### src/rtl/ddr_mrs_pkg.sv
package ddr_mrs_pkg;

    // Field order matches A6..A0 so the address slice casts directly.
    typedef struct packed {
        logic [2:0] cl_code;
        logic       bt;
        logic [2:0] bl_code;
    } mode_reg_t;

    // Bit 1 = reduced drive, bit 0 = DLL off.
    typedef struct packed {
        logic drv_reduced;
        logic dll_off;
    } ext_reg_t;

    typedef enum logic [1:0] {
        UPPER_NORMAL,
        UPPER_DLL_RST,
        UPPER_RESERVED
    } upper_class_e;

    typedef enum logic [1:0] {
        TGT_NONE,
        TGT_MODE,
        TGT_EXT
    } lmr_target_e;

    typedef struct packed {
        mode_reg_t mr;
        ext_reg_t  emr;
        logic      dll_rst_pulse;
        logic      rsv_err;
    } mrs_state_t;

    localparam mode_reg_t MR_RESET  = '{cl_code: 3'b010, bt: 1'b0, bl_code: 3'b010};
    localparam ext_reg_t  EMR_RESET = '{drv_reduced: 1'b0, dll_off: 1'b0};

endpackage

### src/rtl/ddr_cmd_decode.sv
module ddr_cmd_decode
    import ddr_mrs_pkg::*;
(
    input  logic        cs_n,
    input  logic        ras_n,
    input  logic        cas_n,
    input  logic        we_n,
    input  logic [1:0]  ba,
    output lmr_target_e target
);
    logic is_lmr;

    always_comb begin
        is_lmr = ~(cs_n | ras_n | cas_n | we_n);
        target = TGT_NONE;
        if (is_lmr) begin
            unique case (ba)
                2'b00:   target = TGT_MODE;
                2'b01:   target = TGT_EXT;
                default: target = TGT_NONE;
            endcase
        end
    end
endmodule

### src/rtl/ddr_upper_classify.sv
module ddr_upper_classify
    import ddr_mrs_pkg::*;
#(
    parameter int ADDR_W      = 13,
    parameter int HI_ADDR_BIT = 11
) (
    input  logic [ADDR_W-1:0] addr,
    output upper_class_e      uclass
);
    localparam int UPPER_W = HI_ADDR_BIT - 6;
    localparam logic [UPPER_W-1:0] DLL_PAT = UPPER_W'(2);

    logic [UPPER_W-1:0] upper;
    logic               unused_lo;

    assign upper     = addr[HI_ADDR_BIT:7];
    assign unused_lo = ^addr[6:0];

    generate
        if (HI_ADDR_BIT < ADDR_W - 1) begin : g_hi_unused
            logic unused_hi;
            assign unused_hi = ^addr[ADDR_W-1:HI_ADDR_BIT+1];
        end
    endgenerate

    always_comb begin
        if (upper == '0)
            uclass = UPPER_NORMAL;
        else if (upper == DLL_PAT)
            uclass = UPPER_DLL_RST;
        else
            uclass = UPPER_RESERVED;
    end
endmodule

### src/rtl/ddr_mode_fields.sv
module ddr_mode_fields
    import ddr_mrs_pkg::*;
(
    input  mode_reg_t  mr,
    output logic [3:0] burst_len,
    output logic       burst_seq,
    output logic [2:0] cas_lat_x2,
    output logic       cl_invalid
);
    always_comb begin
        unique case (mr.bl_code)
            3'b001:  burst_len = 4'd2;
            3'b010:  burst_len = 4'd4;
            3'b011:  burst_len = 4'd8;
            default: burst_len = 4'd0;
        endcase

        burst_seq = mr.bt;

        unique case (mr.cl_code)
            3'b010:  cas_lat_x2 = 3'd4;
            3'b110:  cas_lat_x2 = 3'd5;
            3'b011:  cas_lat_x2 = 3'd6;
            default: cas_lat_x2 = 3'd0;
        endcase

        cl_invalid = (cas_lat_x2 == 3'd0);
    end
endmodule

### src/rtl/ddr_mrs_decoder.sv
module ddr_mrs_decoder
    import ddr_mrs_pkg::*;
#(
    parameter int ADDR_W      = 13,
    parameter int HI_ADDR_BIT = 11
) (
    input  logic              clk,
    input  logic              rst_n,
    input  logic              cs_n,
    input  logic              ras_n,
    input  logic              cas_n,
    input  logic              we_n,
    input  logic [1:0]        ba,
    input  logic [ADDR_W-1:0] addr,
    output logic [3:0]        burst_len,
    output logic              burst_seq,
    output logic [2:0]        cas_lat_x2,
    output logic              cl_invalid,
    output logic              dll_enable,
    output logic              drive_reduced,
    output logic              dll_reset_pulse,
    output logic              reserved_err
);
    lmr_target_e  target;
    upper_class_e uclass;
    mrs_state_t   st_d, st_q;

    ddr_cmd_decode u_cmd (
        .cs_n   (cs_n),
        .ras_n  (ras_n),
        .cas_n  (cas_n),
        .we_n   (we_n),
        .ba     (ba),
        .target (target)
    );

    ddr_upper_classify #(
        .ADDR_W      (ADDR_W),
        .HI_ADDR_BIT (HI_ADDR_BIT)
    ) u_cls (
        .addr   (addr),
        .uclass (uclass)
    );

    always_comb begin
        st_d               = st_q;
        st_d.dll_rst_pulse = 1'b0;
        st_d.rsv_err       = 1'b0;
        unique case (target)
            TGT_MODE: begin
                unique case (uclass)
                    UPPER_NORMAL: st_d.mr = mode_reg_t'(addr[6:0]);
                    UPPER_DLL_RST: begin
                        st_d.mr            = mode_reg_t'(addr[6:0]);
                        st_d.dll_rst_pulse = 1'b1;
                    end
                    default: st_d.rsv_err = 1'b1;
                endcase
            end
            TGT_EXT: st_d.emr = ext_reg_t'(addr[1:0]);
            default: ;
        endcase
    end

    always_ff @(posedge clk) begin
        if (!rst_n) begin
            st_q.mr            <= MR_RESET;
            st_q.emr           <= EMR_RESET;
            st_q.dll_rst_pulse <= 1'b0;
            st_q.rsv_err       <= 1'b0;
        end else begin
            st_q <= st_d;
        end
    end

    ddr_mode_fields u_fields (
        .mr         (st_q.mr),
        .burst_len  (burst_len),
        .burst_seq  (burst_seq),
        .cas_lat_x2 (cas_lat_x2),
        .cl_invalid (cl_invalid)
    );

    assign dll_enable      = ~st_q.emr.dll_off;
    assign drive_reduced   = st_q.emr.drv_reduced;
    assign dll_reset_pulse = st_q.dll_rst_pulse;
    assign reserved_err    = st_q.rsv_err;
endmodule

### config.mk
export PLATFORM = sky130hd
export DESIGN_NAME = ddr_mrs_decoder
export DESIGN_NICKNAME = d
export VERILOG_FILES = /design/src/rtl/ddr_mrs_pkg.sv /design/src/rtl/ddr_cmd_decode.sv /design/src/rtl/ddr_upper_classify.sv /design/src/rtl/ddr_mode_fields.sv /design/src/rtl/ddr_mrs_decoder.sv
export SDC_FILE = /design/constraint.sdc
export NUM_CORES = 1
export LEC_CHECK = 0
export ABC_AREA = 1
export BUFFER_PORTS_ARGS = -buffer_cell sky130_fd_sc_hd__buf_2
export CAP_MARGIN = 15
export CELL_PAD_IN_SITES_DETAIL_PLACEMENT = 0
export CELL_PAD_IN_SITES_GLOBAL_PLACEMENT = 1
export CORE_MARGIN = 1
export CORE_UTILIZATION = 30
export CTS_BUF_LIST = sky130_fd_sc_hd__clkbuf_4
export DETAILED_ROUTE_END_ITERATION = 12
export MAX_ROUTING_LAYER = met4
export PLACE_DENSITY = 0.86
export SLEW_MARGIN = 10
export SYNTH_ARGS = -nofsm -noshare
export SYNTH_HDL_FRONTEND = slang
export SYNTH_HIERARCHICAL = 1
export SYNTH_SLANG_ARGS = --single-unit
### constraint.sdc
create_clock -name clk -period 3 [get_ports clk]
set_input_delay 0.6 -clock clk [delete_from_list [all_inputs] [get_ports clk]]
set_output_delay 0.6 -clock clk [all_outputs]
set_load 0.05 [all_outputs]
---- Word-level counts from Yosys, hierarchy flattened ----
Index checks and enable logic that the tools add are counted.
storage, ports and cells
  register bits after elaboration ......... 11
  bits in latches ......................... 0
  RAM bits ................................ 0
  memory bits (read-only) ................. 0
  input bits .............................. 21
  output and inout bits ................... 13
  word-level logic and storage cells ...... 37
  memories kept ........................... 0
operators by class
  $add $sub $neg .......................... 0
  $mul .................................... 0
  div/mod/pow operators ................... 0
  $lt $le $gt $ge ......................... 0
  equality and inequality tests ........... 11
  shift operators ......................... 0
  mux-type cells .......................... 8
  bitwise logic cells ..................... 4
  reductions and logical operators ........ 7
operators by type and width
  kind                                           count
  == test 3 x 2 -> 1 bit, second input constant  4
  one-hot mux 4 bit (3 select lines)             1
  one-hot mux 3 bit (3 select lines)             1
  == test 2 x 1 -> 1 bit, second input constant  3
  2-to-1 mux 2 bit                               3
  == test 5 x 2 -> 1 bit, second input constant  1
  logical NOT 5 bit                              1
  logical NOT 2 bit                              2
  one-hot mux 2 bit (2 select lines)             1
  AND reduction 2 bit                            2
  == test 3 x 1 -> 1 bit, second input constant  1
  == test 3 bit, second input constant           1
  logical NOT 3 bit                              1
  bitwise OR 1 bit                               3
  == test 2 bit, second input constant           1
  2-to-1 mux 1 bit                               2
  OR reduction 2 bit                             1
  NOT 1 bit                                      1

---- Longest topological paths before layout ----
  depth after elaboration ................. 6
  gate-level depth with buffers ........... 9
  depth with buffers taken out ............ 8

---- Hierarchy ----
Netlist, hierarchy kept.
modules (own cells, without submodules)
  module              times used  cells each  area an instance (µm²)
  ddr_mrs_decoder     1           63          442.9
  ddr_mode_fields     1           18          81.3
  ddr_cmd_decode      1           8           32.5
  ddr_upper_classify  1           5           21.3

---- Worst setup path before layout ----
No wires, ideal clock.
  kind .................................... register to output
  start ................................... reg st_q[5] (netlist name)
  end ..................................... out burst_len[2]
  arrival ................................. 1.419 ns
  required time ........................... 2.400 ns
  path slack .............................. 0.981 ns
  stages on the path, launching flop included .. 3
  path through ............................ dfxtp_1 -> inv_1 -> nor3_1
on the way
  word-level cells in the longest chain between the ends .. 2
  elaborated cells between the ends (all ways) .. 4
RTL lines
  what                                                                     RTL line               text
  == test 3 x 2 -> 1 bit / == test 3 x 1 -> 1 bit (equally long branches)  ddr_mode_fields.sv:11  unique case (mr.bl_code)
  one-hot mux 4 bit (3 select lines) (*)                                   ddr_mode_fields.sv:11
  end: declaration                                                         ddr_mrs_decoder.sv:15  output logic [3:0] burst_len,
Mark *: on every way between the ends. The rest lies on a longest branch, timed or not.

---- Worst setup path in the final report ----
  start ................................... reg st_q[5] (netlist name)
  end ..................................... out burst_len[2]
on the way
  word-level cells in the longest chain between the ends .. 2
  elaborated cells between the ends (all ways) .. 4
RTL lines
  what                                                                     RTL line
  == test 3 x 2 -> 1 bit / == test 3 x 1 -> 1 bit (equally long branches)  ddr_mode_fields.sv:11
  one-hot mux 4 bit (3 select lines) (*)                                   ddr_mode_fields.sv:11
Marked as above.

==> results summary <==
After clock tree synthesis, the clock-pin slew on the worst setup and hold paths is 70 ps. By instance count, the leading cell after synthesis is sky130_fd_sc_hd__nor2_1. The via count of the first global-routing pass is 498. The sequential share of power is 52.0%. In this run the worst hold path is classified as flip-flop to flip-flop.

The number of enable flip-flop cells after synthesis is 0. The per-instance average area after synthesis is 6.15 um^2. In the final routed layout, each cell accounts on average for 7.32 um. The largest total area in the synthesized netlist belongs to sky130_fd_sc_hd__dfxtp_1. The count of unresolved DRC violations after routing came out at 0. The most used flip-flop cell after synthesis is sky130_fd_sc_hd__dfxtp_1. In the post-synthesis netlist, the biggest area contributors are sky130_fd_sc_hd__dfxtp_1 (38%), sky130_fd_sc_hd__nor2_1 (18%), sky130_fd_sc_hd__nand2_1 (14%).

The number of max-slew violations in the final report came out at 0. The worst slack after detailed placement came out at 1260 ps. The final count of hold timing violations is 0. The switching power came out at 63.8 uW. The site row count is 15. The initial antenna violation count is 0.

The CTS sink count came out at 11. The run finished with clean final reports. Entering global routing, the biggest net connects 14 pins. The total congestion overflow came out at 0. The number of cells on the worst reg-to-reg path is 4. The flop and latch count out of synthesis is 11. Clock tree synthesis selected as its root buffer the cell sky130_fd_sc_hd__clkbuf_4. In this run the horizontal extent of the chip is 45.9 um. STA classifies the critical path startpoint as a flip-flop. The floorplan step defined a die boundary enclosing 2110 um^2.

The commonest cells after synthesis are sky130_fd_sc_hd__nor2_1 (27), sky130_fd_sc_hd__nand2_1 (22), sky130_fd_sc_hd__inv_1 (17). The minimum clock period after layout is 1690 ps. After synthesis, the share of flip-flops with an asynchronous set or reset is 0%. The height of the die is 45.9 um.

The count of yosys warnings during synthesis came out at 6. The clock network is responsible for 39.0% of the overall power. The post-route setup TNS is 0 ps.

The number of instances in the synthesized netlist is 94. The aggregate routed wire length is 1.10 mm. The maximum clock insertion buffer count came out at 2. The area share of the largest cell type after synthesis came out at 38.1%. The endpoint identified for the worst register-to-register timing path is st_q[10].

The proportion of layout cells with a drive suffix above 1 came out at 31.2%. The count of input and output buffers is 31. The worst setup path category is flip-flop to primary output. The area of the mapped netlist is 578 um^2. At the worst endpoint, the required time is 2400 ps. TritonCTS built the clock tree.

The number of DRC markers after the initial detailed-route iteration is 10. The overall fraction of global-route tracks in use is 12.7%. The multi-input combinational cell area is 260 um^2. The sequential cell area in the final layout is 220 um^2.

The floorplan step defined a core boundary enclosing 1760 um^2. The worst hold path cell count came out at 2. Summing over every cut layer, the via total after detailed routing is 603.

Using the TritonRoute via totals, the vias-per-cell ratio works out to 4.02. The number of CTS-inserted buffers came out at 3. The worst hold path terminates at st_q[2].

The internal power summed over all cells is 219 uW. The worst register-to-register path begins at st_q[10]. The clock latency of the later-clocked register in the worst-skew pair is 260 ps. The power per unit of standard cell area is 371 nW/um^2. Combinational logic burns 9.1% of the power. The sequential share of the synthesized area came out at 38.1%. In this run the remaining antenna-violating nets after routing total 0. The total I/O pin count is 34. Setup slack on the critical path of the routed design comes to 1310 ps. The reg-to-reg setup timing slack came out at 2290 ps. The startpoint identified for the worst hold timing path is st_q[2]. The global-route wire length before repair came out at 1.81 mm. After legalization and detailed placement, the total HPWL measured 853 um. After clock tree synthesis, the setup repair step added 0 buffers. The number of violations of the max-capacitance limit is 0. Setup repair after global routing left no endpoint under its margin. In this run switching power makes up 22.6% of total power. The total leakage power is 0.450 nW. The worst setup path is captured at a primary output. The total nets after synthesis is 115. The depth of the CTS H-tree is 1. Compared with the post-synthesis result, the final layout area differs by 31.6%. In this run the worst path has a maximum fanout of 3. The share of the clock period used by the worst path is 56.3%. Setup violations remaining at the end of the flow were counted as 0. The first-pass iteration count of the detailed router came out at 2. After the last flow step, the layout net total stands at 147. The maximum operating frequency is 592 MHz. After filler insertion, the fill cell instance count of the layout stands at 230. The data arrival time of the worst path came out at 1090 ps.

The worst ir drop on vdd is 0.000298 V. For this configuration, the core starts out at a cell density of 32.8%. The number of hold buffers added after cts came out at 0. The count of antenna diodes in the layout came out at 0. The largest clock skew in the final design came out at 0 ps. The number of distinct library cells after synthesis is 16. The routability-driven placement congestion ratio came out at 0.679. In this run, post-CTS repair resized a total of 0 instances.
## sequential cells by signal, summed over array words and instances (netlist names)
register / count
drive_reduced: 1
st_q: 8
reserved_err: 1
dll_reset_pulse: 1
## metrics by stage
| stage | instances | total power [mW] | hold slack, ps | area [um^2] | utilization, % |
|---|---|---|---|---|---|
| floorplan | 94 | 0.164 | 453 | 578 | - |
| detailed placement | 146 | 0.176 | 471 | 731 | 41.4 |
| CTS | 150 | 0.288 | 488 | 761 | 43.1 |
| global route | 150 | 0.299 | 525 | 761 | 43.1 |
| finish | 150 | 0.282 | 482 | 761 | 43.1 |
| global placement | 146 | 0.176 | 461 | 731 | 41.4 |
## power groups by stage
stage / Sequential (mW) / Combinational [mW] / Clock (mW)
6_report: 0.147 / 0.0256 / 0.110
5_1_grt: 0.147 / 0.0289 / 0.123
4_1_cts: 0.147 / 0.0260 / 0.116
3_5_place_dp: 0.150 / 0.0259 / 0
3_3_place_gp: 0.150 / 0.0257 / 0
2_1_floorplan: 0.151 / 0.0130 / 0
## worst max-delay path, cell delays in order, from the launching register on
cell and delay (ps):
sky130_fd_sc_hd__dfxtp_1 360, sky130_fd_sc_hd__inv_1 60, sky130_fd_sc_hd__nor3_1 120, sky130_fd_sc_hd__buf_2 280
## cell families (layout without fill, tap and decap cells)
kind of cell,after synthesis,after routing,synth area share (%)
DFF,11,11,38.1
other,1,1,0.649
buffers and inverters,21,52,16.9
and+or+nand+nor,57,57,40.5
AOI/OAI and AO/OA,4,4,3.90
## layout by cell type (no fill, tap or decap), drive strengths merged
| cell type | count |
|---|---|
| buf | 31 |
| dfxtp | 11 |
| or2 | 1 |
| conb | 1 |
| clkbuf | 4 |
| nand2 | 24 |
| a21oi | 1 |
| nor3 | 1 |
| a21o | 1 |
| nand3 | 3 |
| o21ai | 2 |
| nor2 | 28 |
| inv | 17 |
## cell type report
cell class              instances  share of cell area (%)
clock buffers                   4                    3.95
inverters                      17                    8.39
multi-input cells              62                    34.2
flip-flops and latches         11                    28.9
well taps                      25                    4.11
repair buffers                 31                    20.4
## how the worst max path moves through the flow
stage                     startpoint            end  slack [ps]  depth (start not counted)
final                        st_q[5]   burst_len[2]        1310                          3
after global routing         st_q[5]   burst_len[2]        1210                          3
after CTS                    st_q[9]  cas_lat_x2[2]        1290                          3
after detailed placement       ba[1]       st_q[10]        1260                          6
after global placement         ba[1]        st_q[4]        1240                          6
after floorplan              st_q[5]   burst_len[2]         980                          2
## per-layer routing
metal	vias up	track usage, %	share of wire [%]	wire (um)
met2	21	19.7	43	475
li1	331	-	-	-
met3	2	5.95	8.1	89
met4	0	5.29	1.2	13
met1	249	13.8	47	519
met5	-	-	0	0
(Power assumes the default switching activity.)
